**src/rtl/tc_pkg.sv**
```systemverilog
package tc_pkg;
    function automatic int width_of(input int count);
        return (count > 1) ? $clog2(count) : 1;
    endfunction
endpackage

```
**src/rtl/tc_prio_enc.sv**
```systemverilog
module tc_prio_enc #(
    parameter int WIDTH = 3,
    localparam int IDX_W = tc_pkg::width_of(WIDTH)
) (
    input  logic [WIDTH-1:0] req_i,
    output logic             found_o,
    output logic [IDX_W-1:0] idx_o
);
    always_comb begin
        found_o = |req_i;
        idx_o   = '0;
        for (int i = WIDTH - 1; i >= 0; i--) begin
            if (req_i[i]) idx_o = IDX_W'(i);
        end
    end
endmodule

```
**src/rtl/tc_lane_column.sv**
```systemverilog
module tc_lane_column #(
    parameter int NUM_WARPS = 3,
    parameter int LANES     = 4,
    parameter int LANE_IDX  = 0,
    localparam int THREADS  = NUM_WARPS * LANES,
    localparam int TID_W    = tc_pkg::width_of(THREADS),
    localparam int ROW_W    = tc_pkg::width_of(NUM_WARPS)
) (
    input  logic [THREADS-1:0]   mask_i,
    output logic                 found_o,
    output logic [ROW_W-1:0]     row_o,
    output logic [TID_W-1:0]     tid_o
);
    logic [NUM_WARPS-1:0] column;

    for (genvar r = 0; r < NUM_WARPS; r++) begin : g_gather
        assign column[r] = mask_i[r*LANES + LANE_IDX];
    end

    tc_prio_enc #(.WIDTH(NUM_WARPS)) u_enc (
        .req_i   (column),
        .found_o (found_o),
        .idx_o   (row_o)
    );

    always_comb begin
        tid_o = '0;
        if (found_o) tid_o = TID_W'(row_o) * TID_W'(LANES) + TID_W'(LANE_IDX);
    end
endmodule

```
**src/rtl/tc_compactor.sv**
```systemverilog
module tc_compactor #(
    parameter int NUM_WARPS = 3,
    parameter int LANES     = 4,
    localparam int THREADS  = NUM_WARPS * LANES,
    localparam int TID_W    = tc_pkg::width_of(THREADS),
    localparam int ROW_W    = tc_pkg::width_of(NUM_WARPS)
) (
    input  logic                   clk,
    input  logic                   rst_n,
    input  logic                   start_i,
    input  logic [THREADS-1:0]     mask_i,
    output logic                   busy_o,
    output logic                   out_valid_o,
    output logic [LANES-1:0]       out_lanes_o,
    output logic [LANES*TID_W-1:0] out_tid_o,
    output logic                   out_last_o,
    output logic                   done_o
);
    typedef struct packed {
        logic                   busy;
        logic [THREADS-1:0]     mask;
        logic                   valid;
        logic [LANES-1:0]       lanes;
        logic [LANES*TID_W-1:0] tid;
        logic                   last;
        logic                   done;
    } state_t;

    state_t st_d, st_q;

    logic [LANES-1:0]       pick_found;
    logic [LANES*TID_W-1:0] pick_tid;
    logic [ROW_W-1:0]       pick_row [LANES];
    logic [THREADS-1:0]     pick_clear;

    // one encoder per lane column; a thread never leaves its lane
    for (genvar l = 0; l < LANES; l++) begin : g_lane
        tc_lane_column #(
            .NUM_WARPS (NUM_WARPS),
            .LANES     (LANES),
            .LANE_IDX  (l)
        ) u_col (
            .mask_i  (st_q.mask),
            .found_o (pick_found[l]),
            .row_o   (pick_row[l]),
            .tid_o   (pick_tid[l*TID_W +: TID_W])
        );
        for (genvar r = 0; r < NUM_WARPS; r++) begin : g_clr
            assign pick_clear[r*LANES + l] = pick_found[l] && (pick_row[l] == ROW_W'(r));
        end
    end

    always_comb begin
        st_d       = st_q;
        st_d.valid = 1'b0;
        st_d.last  = 1'b0;
        st_d.done  = 1'b0;
        if (!st_q.busy) begin
            if (start_i) begin
                st_d.busy = 1'b1;
                st_d.mask = mask_i;
            end
        end else if (st_q.mask == '0) begin
            st_d.busy = 1'b0;
            st_d.done = 1'b1;
        end else begin
            st_d.valid = 1'b1;
            st_d.lanes = pick_found;
            st_d.tid   = pick_tid;
            st_d.mask  = st_q.mask & ~pick_clear;
            st_d.last  = (st_d.mask == '0);
        end
    end

    always_ff @(posedge clk) begin
        if (!rst_n) st_q <= '0;
        else        st_q <= st_d;
    end

    assign busy_o      = st_q.busy;
    assign out_valid_o = st_q.valid;
    assign out_lanes_o = st_q.lanes;
    assign out_tid_o   = st_q.tid;
    assign out_last_o  = st_q.last;
    assign done_o      = st_q.done;
endmodule

```
**config.mk**
```make
export PLATFORM = sky130hd
export DESIGN_NAME = tc_compactor
export DESIGN_NICKNAME = d
export VERILOG_FILES = /design/src/rtl/tc_pkg.sv /design/src/rtl/tc_prio_enc.sv /design/src/rtl/tc_lane_column.sv /design/src/rtl/tc_compactor.sv
export SDC_FILE = /design/constraint.sdc
export NUM_CORES = 1
export LEC_CHECK = 0
export BUFFER_PORTS_ARGS = -buffer_cell sky130_fd_sc_hd__buf_2
export CAP_MARGIN = 25
export CORE_UTILIZATION = 25
export CTS_BUF_LIST = sky130_fd_sc_hd__clkbuf_8 sky130_fd_sc_hd__clkbuf_16
export CTS_CLUSTER_SIZE = 40
export DETAILED_ROUTE_END_ITERATION = 16
export GPL_TIMING_DRIVEN = 0
export SLEW_MARGIN = 30
export SYNTH_ARGS = -nofsm -noshare
export SYNTH_HDL_FRONTEND = slang
export SYNTH_SLANG_ARGS = --single-unit
```
**constraint.sdc**
```tcl
create_clock -name clk -period 1.42 [get_ports clk]
set_input_delay 0.142 -clock clk [delete_from_list [all_inputs] [get_ports clk]]
set_output_delay 0.142 -clock clk [all_outputs]
set_load 0.01 [all_outputs]
```
==> impl_results.md <==
* WL final at 3130 µm
* Layout cells sized above 1 at 31.4%
* Synth top area share at 41.1%
* GR met3 Demand/Resource at 3.57%
* Gr usage total at 11.2%
* Leakage at 0.731 nW
* RSZ-0062 raised after global routing: false
* Status: finished, final reports clean
* Initial antenna violation count at 0
* Final net count at 210
* Critical path's slowest cell: dfxtp_2
* Avg Cell Area, Syn at 8.86 µm²
* Most numerous cell in the Yosys netlist: dfxtp_1
* Clock skew at 0.00754 ns
* First-iteration detailed-routing DRC count at 68
* GR Util met1 at 15.7%
* Peak VDD IR at 0.447 mV
* Clock-pin slew on the worst setup and hold paths at 0.10 ns
* Clock Sinks at 28
* Core Area at 5170 µm²
* TritonCTS clock tree: built
* Final setup vio count at 0
* Router iterations before antenna repair at 4
* Synth top cells by count: 28 x dfxtp_1, 21 x nand2_1, 13 x o21ai_0, 12 x mux2i_1
* Seq/Total Area, Yosys at 41.1%
* DRC Markers at 0
* Synth Flop Type: dfxtp_1
* Vias in the first global route at 992
* GP Congestion at 0.781
* Vias at 1182
* EDFF count, synth at 0
* Critical path class: flip-flop to flip-flop
* First-pass GRT wire length at 4810 µm
* Port Buffer Count at 32
* Vias/cell at 4.48
* Die ar. at 5760 µm²
* CTS buffer count at 3
* Worst Path Required at 1.60 ns
* Worst EP arrival at 1.56 ns
* Cell taking the most area after synthesis: dfxtp_1
* Pre-CTS WS at -0.0619 ns
* Cell area power density at 1050 nW/µm²
* GRT Max-Usage Layer: met2
* Chip Height at 75.9 µm
* CTS root buffer: clkbuf_8
* Row cnt at 26
* Die width at 75.9 µm
* Synth-to-layout area growth at 26.2%
* Final Core Density at 33.3%
* H-tree levels at 1
* Pin count of the biggest net entering global routing at 17
* Final max-slew violation count at 0
* Synth Register Bits at 28
* Final setup TNS at 0 ns
* Synthesized area at 1370 µm²
* Finished Layout Cells at 264
* M2 GR Usage at 17.0%
* Synth warnings at 0
* Worst setup EP type: flip-flop
* Initial Util at 26.4%
* Worst Slack Setup Final at 0.0465 ns
* Placed Cells at 259
* Gr ovfl total at 0
* Ports at 39
* Post-Synthesis Cells at 154
* Final Hold Viols at 0
* Fin crit period at 1.37 ns
* Hold Path Class: input pin to flip-flop
* Async SR Flop Fraction at 0%
* Yosys cell types at 30
* Startpoint types: flip-flop
* Crit-path max cell delay at 0.39 ns
* Critical path fanouts, max at 8
* WL/cell at 11.9 µm
* Hold-fix buffers, CTS at 0
* Max-cap viol count at 0
* Synth top area cells: dfxtp_1 41%, mux2i_1 8.8%, nand2_1 5.8%
* Clk Latency, worst-skew pair at 0.27 ns
* Post-route ant nets at 0
* Max Freq at 728 MHz
* Final Cycle Share at 96.7%
* CTS Buffer Depth at 2
* Critical Path, Cell by Cell: nor4_4 > a41oi_2 > buf_6 > and2_4
* Antenna cells at 0
-- sequential cells by signal, summed over array words and instances, names as in the netlist --
register,cells
st_q,12
out_tid_o,9
out_lanes_o,3
busy_o,1
done_o,1
out_last_o,1
out_valid_o,1
-- cell type report --
type	count	area (µm²)
flip-flops and latches	28	571
repair buffers	35	186
well taps	70	87.6
multi-input cells	108	686
inverters	1	3.75
clock inverters	1	30.0
plain buffers	18	118
clock buffers	3	41.3
fillers	556	3450
-- metrics by stage --
stage	cell area [µm²]	hold slack (ns)	total power, W
after floorplan	1380	0.277	0.00109
after global placement	1620	0.382	0.00118
after detailed placement	1620	0.386	0.00119
after CTS	1710	0.0927	0.00184
after global routing	1720	0.0862	0.00191
final	1720	0.0907	0.00182
-- report_power, final --
group / total [W] / internal, W / switching (W) / leakage (nW)
clock network: 0.000628 / 0.000377 / 0.000251 / 0.0357
registers: 0.000874 / 0.000826 / 0.0000479 / 0.231
logic: 0.000314 / 0.000156 / 0.000159 / 0.464
-- worst max-delay path: cells and delay by family (launching register included) --
family	cells	cell delay (ns)
AO/OA/AOI/OAI	1	0.23
buffers and inverters	1	0.19
flip-flops	1	0.39
AND/OR/NAND/NOR	2	0.48
-- path summary, 6_finish.rpt --
kind	slack, ns	end	cells past startpoint	from
setup / recovery	0.05	out_valid_o	4	st_q[29]
hold / removal	0.09	st_q[33]	3	mask_i[10]
setup reg to reg	0.05	out_valid_o	4	st_q[29]
hold reg to reg	0.45	out_lanes_o[0]	2	out_lanes_o[0]
-- cells by family after synthesis --
| group | Yosys count | share of synthesized area [%] |
|---|---|---|
| other | 1 | 0.275 |
| AOI/OAI and AO/OA | 37 | 17.9 |
| and+or+nand+nor | 55 | 22.3 |
| DFF | 28 | 41.1 |
| muxes | 12 | 8.80 |
| buffers and inverters | 21 | 9.72 |
-- placed cells by master (no fill, tap or decap), types with 2 or more instances in the layout --
cell,synthesis,layout
a21boi_1,7,7
a22o_1,2,2
a31oi_1,2,2
and2_1,5,4
and4_1,3,3
buf_2,1,33
buf_4,10,11
buf_6,2,3
clkbuf_1,7,6
clkbuf_8,0,3
conb_1,1,4
dfxtp_1,28,22
dfxtp_2,0,5
mux2i_1,12,12
nand2_1,21,21
nand2b_1,2,2
nand3_1,4,4
nand3b_1,2,2
nand4b_1,2,2
nor2_1,10,10
nor3_1,2,2
nor4_4,2,2
o21a_1,4,4
o21ai_0,13,13
o21ai_1,4,4
o311ai_0,2,2
-- metal layers --
layer	routed length (µm)	share of wire (%)
met1	1590	51
met3	159	5.1
met5	0	0
met4	44	1.4
met2	1330	43
-- timing repair --
action | 4_1_cts | 5_1_grt
resized for setup | 4 | 6
setup buffers | 2 | 0
setup endpoints to repair | 13 | 14
pin swaps | 3 | 1
gates cloned | 1 | 0
(Power assumes the default switching activity.)
